File: config.mk
export PLATFORM = sky130hd
export DESIGN_NAME = xing_ctrl
export DESIGN_NICKNAME = d
export VERILOG_FILES = /design/src/rtl/xing_ctrl.sv
export SDC_FILE = /design/constraint.sdc
export NUM_CORES = 1
export LEC_CHECK = 0
export BUFFER_PORTS_ARGS = -buffer_cell sky130_fd_sc_hd__buf_2
export CELL_PAD_IN_SITES_DETAIL_PLACEMENT = 0
export CELL_PAD_IN_SITES_GLOBAL_PLACEMENT = 1
export CORE_AREA = 2 2 69 71
export CTS_BUF_LIST = sky130_fd_sc_hd__clkbuf_4 sky130_fd_sc_hd__clkbuf_8
export CTS_CLUSTER_SIZE = 40
export DETAILED_ROUTE_END_ITERATION = 7
export DIE_AREA = 0 0 71 73
export GPL_ROUTABILITY_DRIVEN = 0
export PLACE_DENSITY = 0.57
export RECOVER_POWER = 100
export SLEW_MARGIN = 20
export SYNTH_ARGS = -nofsm -noshare
export SYNTH_HDL_FRONTEND = slang
export SYNTH_SLANG_ARGS = --single-unit
File: constraint.sdc
create_clock -name clk -period 2.7 [get_ports clk]
set_input_delay 0.81 -clock clk [delete_from_list [all_inputs] [get_ports clk]]
set_output_delay 0.81 -clock clk [all_outputs]
set_load 0.03 [all_outputs]
File: src/rtl/xing_ctrl.sv
module xing_ctrl #(
  parameter int GREEN_S  = 45,
  parameter int YELLOW_S = 5,
  parameter int RED_S    = 50
) (
  input  logic       clk,
  input  logic       rst_n,
  input  logic       tick_1s,
  input  logic       tick_half,
  input  logic       emerg_req,
  output logic       ew_red,
  output logic       ew_yel,
  output logic       ew_grn,
  output logic       ns_red,
  output logic       ns_yel,
  output logic       ns_grn,
  output logic [7:0] ew_count,
  output logic [7:0] ns_count,
  output logic       ew_show,
  output logic       ns_show
);

  function automatic logic [7:0] to_bcd(int v);
    return 8'((((v / 10) % 10) * 16) + (v % 10));
  endfunction

  localparam logic [7:0] G_BCD = to_bcd(GREEN_S);
  localparam logic [7:0] Y_BCD = to_bcd(YELLOW_S);
  localparam logic [7:0] R_BCD = to_bcd(RED_S);
  localparam logic [1:0] PH_G = 2'd0, PH_Y = 2'd1, PH_R = 2'd2;

  function automatic logic [1:0] nxt(logic [1:0] p);
    return (p == PH_G) ? PH_Y : (p == PH_Y) ? PH_R : PH_G;
  endfunction

  function automatic logic [7:0] load(logic [1:0] p);
    return (p == PH_G) ? G_BCD : (p == PH_Y) ? Y_BCD : R_BCD;
  endfunction

  logic       emg_s1, emg_s2, show_q;
  logic [1:0] phase [2];
  logic [7:0] cnt   [2];

  always_ff @(posedge clk or negedge rst_n) begin
    if (!rst_n) begin
      emg_s1 <= 1'b0;
      emg_s2 <= 1'b0;
    end else begin
      emg_s1 <= emerg_req;
      emg_s2 <= emg_s1;
    end
  end

  always_ff @(posedge clk or negedge rst_n) begin
    if (!rst_n) begin
      phase[0] <= PH_G;
      cnt[0]   <= G_BCD;
      phase[1] <= PH_R;
      cnt[1]   <= R_BCD;
    end else if (tick_1s && !emg_s2) begin
      for (int i = 0; i < 2; i++) begin
        if (cnt[i] == 8'h01) begin
          phase[i] <= nxt(phase[i]);
          cnt[i]   <= load(nxt(phase[i]));
        end else if (cnt[i][3:0] == 4'd0) begin
          cnt[i] <= {cnt[i][7:4] - 4'd1, 4'd9};
        end else begin
          cnt[i] <= cnt[i] - 8'd1;
        end
      end
    end
  end

  always_ff @(posedge clk or negedge rst_n) begin
    if (!rst_n)         show_q <= 1'b1;
    else if (!emg_s2)   show_q <= 1'b1;
    else if (tick_half) show_q <= ~show_q;
  end

  assign ew_grn   = (phase[0] == PH_G) && !emg_s2;
  assign ew_yel   = (phase[0] == PH_Y) && !emg_s2;
  assign ew_red   = (phase[0] == PH_R) || emg_s2;
  assign ns_grn   = (phase[1] == PH_G) && !emg_s2;
  assign ns_yel   = (phase[1] == PH_Y) && !emg_s2;
  assign ns_red   = (phase[1] == PH_R) || emg_s2;
  assign ew_count = cnt[0];
  assign ns_count = cnt[1];
  assign ew_show  = show_q;
  assign ns_show  = show_q;

endmodule


==> Word level (Yosys, flattened, before mapping) <==
Index checks and enable logic that the tools add are counted.
{ "op_classes": {"addsub": 4, "eq_ne": 9, "muxes": 14, "n_bitwise": 1, "reduce_logical": 16} }
{ "op_table": {"columns": ["cell", "count"], "rows": [
  ["8-bit 2-to-1 mux", 4],
  ["7-bit 2-to-1 mux", 4],
  ["8-bit by 1-bit equality test with 1-bit output (second input constant)", 2],
  ["8-bit by 1-bit subtractor with 8-bit output (second input constant)", 2],
  ["2-bit by 1-bit equality test with 1-bit output (second input constant)", 4],
  ["2-bit zero test", 4],
  ["4-bit zero test", 2],
  ["2-bit 2-to-1 mux", 4],
  ["4-bit by 1-bit subtractor with 4-bit output (second input constant)", 2],
  ["1-bit logical AND", 5],
  ["2-bit equality test (second input constant)", 2],
  ["2-bit AND reduction", 2],
  ["1-bit logical OR", 2],
  ["1-bit 2-to-1 mux", 2],
  ["2-bit != test (second input constant)", 1],
  ["1-bit zero test", 1],
  ["1-bit inverter", 1]
]} }
{ "totals": {"ff_bits": 23, "inputBits": 5, "out_inout_bits": 24, "elab_cells": 51} }

==> Longest topological paths before layout <==
{ "logic_depth": {"ltp_word": 7, "depth_mapped": 6} }

==> Worst setup path before layout <==
No wires, ideal clock.
{ "synth_timing": {"path_type": "reg-to-reg", "startpoint": "reg cnt, in the netlist ns_count[3]", "endpoint": "reg cnt, in the netlist ns_count[7]", "setup_ps": 83, "arrival_ps": 1975, "slack_ps": 642, "path_stages_with_launch": 5, "period_less_slack_ps": 2058, "cell_sequence": "dfrtp_1 or4_4 or4_1 or4_1 o21ai_0"} }
{ "synth_via": {"elab_chain_cells": 3} }
{ "synth_rtl": {"columns": ["item", "line", "text"], "rows": [
  ["from (decl)", "42", "logic [7:0] cnt [2];"],
  ["from (signal, indexed assignment)", "64", "cnt[i] <= load(nxt(phase[i]));"],
  ["from (signal, indexed assignment)", "66", "cnt[i] <= {cnt[i][7:4] - 4'd1, 4'd9};"],
  ["from (signal, indexed assignment)", "68", "cnt[i] <= cnt[i] - 8'd1;"],
  ["8-bit by 1-bit subtractor with 8-bit output or 4-bit zero test (tied branches)", "68, 65", null],
  ["8-bit 2-to-1 mux", "65", "end else if (cnt[i][3:0] == 4'd0) begin"],
  ["8-bit 2-to-1 mux *", "62", "if (cnt[i] == 8'h01) begin"]
]} }
Every way passes the cells marked *; elsewhere a longest branch is shown, timed or not.
A chain may end at the register's enable or synchronous reset.

==> Worst setup path after layout <==
{ "layout_timing": {"startpoint": "reg phase[3] (netlist name)", "endpoint": "out ew_yel"} }
{ "layout_via": {"elab_chain_cells": 2} }
{ "layout_rtl": {"columns": ["item", "line", "text"], "rows": [
  ["from (decl)", "41", "logic [1:0] phase [2];"],
  ["from (signal, indexed assignment)", "63", "phase[i] <= nxt(phase[i]);"],
  ["2-bit by 1-bit equality test with 1-bit output", "81", "assign ew_yel = (phase[0] == PH_Y) && !emg_s2;"],
  ["1-bit logical AND", "81", null],
  ["to (decl)", "12", "output logic ew_yel,"]
]} }
No other way between the ends.

==> impl_summary.md <==
Synth
The mapped netlist covers around 1200 sq um. The number of distinct library cell variants in the gate-level netlist after synthesis is 37. The post-synthesis share of cell area spent on xor and xnor gates is around 3.7%. For this run, the number of Yosys warnings is 0.

Yosys mapped a number of flops with a built-in enable equal to 0. After Yosys synthesis, and, or, nand and nor cells account for a little over a fifth of the synthesized area. In this run the mean area of a mapped cell was about 10 sq um.

After synthesis, the share of cell area in mux cells is under 10%. The post-synthesis compound-gate area fraction is 15.38%. The share of the Yosys chip area taken by registers is approximately half. The synthesized instance count is 121.

The share of synthesized cell area in full adder, half adder and majority cells is between 4 and 5%. The biggest area consumer among synthesized cells is dfrtp_1. The dominant combinational cell family by area after synthesis is simple AND/OR/NAND/NOR gates. The number of nets in the synthesized netlist is 130.

By area the synthesized netlist is led by dfrtp_1 (33%), dfstp_2 (15%), o21ai_0 (5.4%). After synthesis, the largest area contributor takes up about 33% of total cell area. The prevailing post-synth register cell is dfrtp_1.

The post-synthesis register bit count is 23. Counting flops with an async set or reset pin after synthesis yields a share of 100.0%.

Clock tree
The source-to-sink clock delay at the later pin of the worst-skew pair is approximately 0.27 ns. The clock tree from TritonCTS is done. Clock-pin slew was measured on the worst setup and hold paths at roughly 0.090 ns. The clock passes through at most 2 buffers.

Counting the buffers created by CTS gives 3. The tree is rooted in a clkbuf_8. Once the clock tree was built, the resizer swapped 0 gates to a different size.

The number of buffers added to fix hold violations after cts is 0. The tree built by TritonCTS fans out to 23 sinks. In this run the number of H-tree levels came out at 1. Once the clock tree was built, the setup fixing pass inserted 0 buffers.

Critical path
The worst setup path is of the register to output port kind. The source of the critical timing path is phase[3]. Following the worst setup path forward leads to its endpoint at ew_yel. At the worst endpoint, the required time is around 1.9 ns. The endpoint identified for the worst register-to-register timing path is ns_count[7]. The setup slack on the worst flop-to-flop path is approximately 0.62 ns. The top fanout value on the critical path is 5. The startpoint identified for the worst register-to-register timing path is ns_count[3]. The arrival time at the worst endpoint is 1.35 ns. The worst setup path is launched from a register. The number of cells on the worst reg-to-reg path is 4.

STA classifies the critical path endpoint as an output port.

Timing
Setup repair after global routing left no endpoint under its margin. Setup slack closes at between 0.5 and 0.6 ns. For the pin with the worst max-slew slack, the measured transition is roughly 1.3 ns.

Subtracting the final worst setup slack from the clock period gives 2.161 ns. Clock skew on the completed layout was measured at about 0.0058 ns. The maximum clock rate is ~460 MHz.

The share of the clock period used by the worst path after layout is between 80 and 90%. The setup TNS after final layout is 0 ns. The final count of hold timing violations was 0. The worst pin sits at a relative slew slack of 15.18%. The final-report max-slew violation count is 0. Setup violations remaining at the end of the flow were counted as 0.

Power
The power density of the placed cells is about 1200 nW/um^2. The total leakage power is about 0.57 nW. In this run the power spent charging and discharging nets is between 0.0008 and 0.0009 W. IR analysis of the VDD net gives a maximum drop of 0.4071 mV. The switching share of power is about half. The total internal power is 0.0008311 W. The clock network burns between 10% and 20% of the power. The share of power burned in combinational logic is between 40 and 50%. The relative contribution of sequential cells to total power is roughly two fifths.

Die
The core outline area is between 4000 and 5000 sq um. The number of rows in the core area is 25. The horizontal die dimension is 71 um. The initial core utilization is 26.37%. The floorplan die height is 73 um.

In this run the count of I/O pins placed on the die edge is 29. The die covers about 5200 sq um.

Min path
The class of the tightest hold or removal check is register to register. The startpoint of the tightest hold check path is emg_s1.

GRT
The via count of the first global-routing pass is around 970. The first global-routing pass estimated approximately 4.6 mm of wire. The total grt overflow is 0. The initial antenna violation count came to 0.

The total track usage is 11.34%. Entering global routing, the biggest net connects 24 pins.

Cells and area
0 antenna diodes ended up in the layout. The most common cell after layout, fill and taps aside is clkbuf_1. The count of cells in the finished layout, fillers not included, comes to 203. At the end of the flow the core is filled with cells to 30.84%. The synthesis-to-layout area growth is 16.95%. Counting the fill cells in the layout gives around 500. The fraction of final layout cells with drive strength greater than 1 is approximately 11%. The final net count is roughly 160. Leaving out fill and tap cells, the most frequent cells in the layout are clkbuf_1 (24), dfrtp_1 (16), o21ai_0 (13), inv_1 (9).

Placed design
The HPWL reported at the end of detailed placement is between 1.5 and 2 mm. Buffers placed on the I/O ports in this run total 28. Once placement completed, the tool counted placed cells totaling slightly below 200. The worst setup timing slack at the placement stage is approximately 0.57 ns.

Route
The sum of routed wire length over all layers is around 2.6 mm. The first detailed-routing pass ran for 4 iterations. The first routing iteration left 36 violations.

After detailed routing, the number of vias per cell comes to around 4.9. After detailed routing, the average wire length per cell comes to ~13 um. The post-route DRC violation count is 0.

The detail route stage leaves a number of antenna-violating nets equal to 0. Detailed routing inserted a total of 990 vias.

Job
Across the run, the number of max-cap violations was 0.

Outcome
The run finished with clean final reports.
==> state kept, by name, summed over array words and instances, names as in the netlist <==
| signal | cells |
|---|---|
| emg_s1 | 1 |
| emg_s2 | 1 |
| ew_count | 8 |
| ew_show | 1 |
| ns_count | 8 |
| phase | 4 |
==> power groups by stage <==
stage          logic (W)  clock network, W  registers, W
2_1_floorplan   0.000366                 0      0.000878
3_3_place_gp    0.000783                 0      0.000691
3_5_place_dp    0.000787                 0      0.000697
4_1_cts         0.000790          0.000234      0.000691
5_1_grt         0.000822          0.000244      0.000721
6_report        0.000741          0.000219      0.000685
==> cell families (layout without fill, tap and decap cells) <==
group | Yosys count | after routing
compound gates | 30 | 30
flops | 23 | 23
buf+inv | 14 | 42
fa+ha+maj | 4 | 4
xor+xnor | 5 | 5
mux | 2 | 2
simple gates | 43 | 43
==> stage by stage <==
step | hold WS, ns | area, sq um | power, W
final | 0.3536 | 1399 | 0.001645
after global placement | 0.3326 | 1389 | 0.001473
after detailed placement | 0.3347 | 1389 | 0.001483
after global routing | 0.3750 | 1399 | 0.001787
after floorplan | 0.3312 | 1196 | 0.001244
after CTS | 0.3573 | 1435 | 0.001715
==> worst max-delay path: stages (launching register included) <==
cell and delay (ns):
dfrtp_1 0.42, nand2b_1 0.23, nor2_1 0.12, clkbuf_1 0.31
==> worst min path at each step <==
| stage | slack (ns) | cells after the start | to |
|---|---|---|---|
| after global placement | 0.33 | 0 | emg_s2 |
| after floorplan | 0.33 | 0 | emg_s2 |
| after detailed placement | 0.33 | 0 | emg_s2 |
| after global routing | 0.37 | 0 | emg_s2 |
| after CTS | 0.36 | 0 | emg_s2 |
| final | 0.35 | 0 | emg_s2 |
==> Yosys cell counts, types with 2 or more instances <==
| master | number |
|---|---|
| a21o_1 | 2 |
| and4b_1 | 2 |
| mux2_2 | 2 |
| nor4b_1 | 2 |
| xor2_1 | 2 |
| a22oi_1 | 2 |
| or4_1 | 4 |
| dfrtp_1 | 16 |
| nand2b_1 | 3 |
| dfstp_2 | 7 |
| xnor2_1 | 3 |
| ha_1 | 4 |
| nand2_1 | 8 |
| a21oi_1 | 5 |
| nor4_1 | 4 |
| nor3_1 | 4 |
| nor2_1 | 8 |
| o21ai_0 | 13 |
| inv_1 | 9 |
| clkbuf_1 | 4 |
==> layout make-up <==
class / count / area, sq um / area share [%]
inverters: 9 / 33.78 / 2.415
flip-flops and latches: 23 / 584.3 / 41.77
repair buffers: 29 / 115.1 / 8.229
multi-input cells: 84 / 551.8 / 39.45
well taps: 54 / 67.56 / 4.830
clock inverters: 1 / 5.005 / 0.3578
clock buffers: 3 / 41.29 / 2.952
==> per-layer routing <==
metal / global-route usage (%) / wire length, um
met1: 15.09 / 1239
met2: 17.86 / 1268
met3: 3.591 / 119
met4: 3.145 / 17
met5: 0 / 0
(Power assumes the default switching activity.)
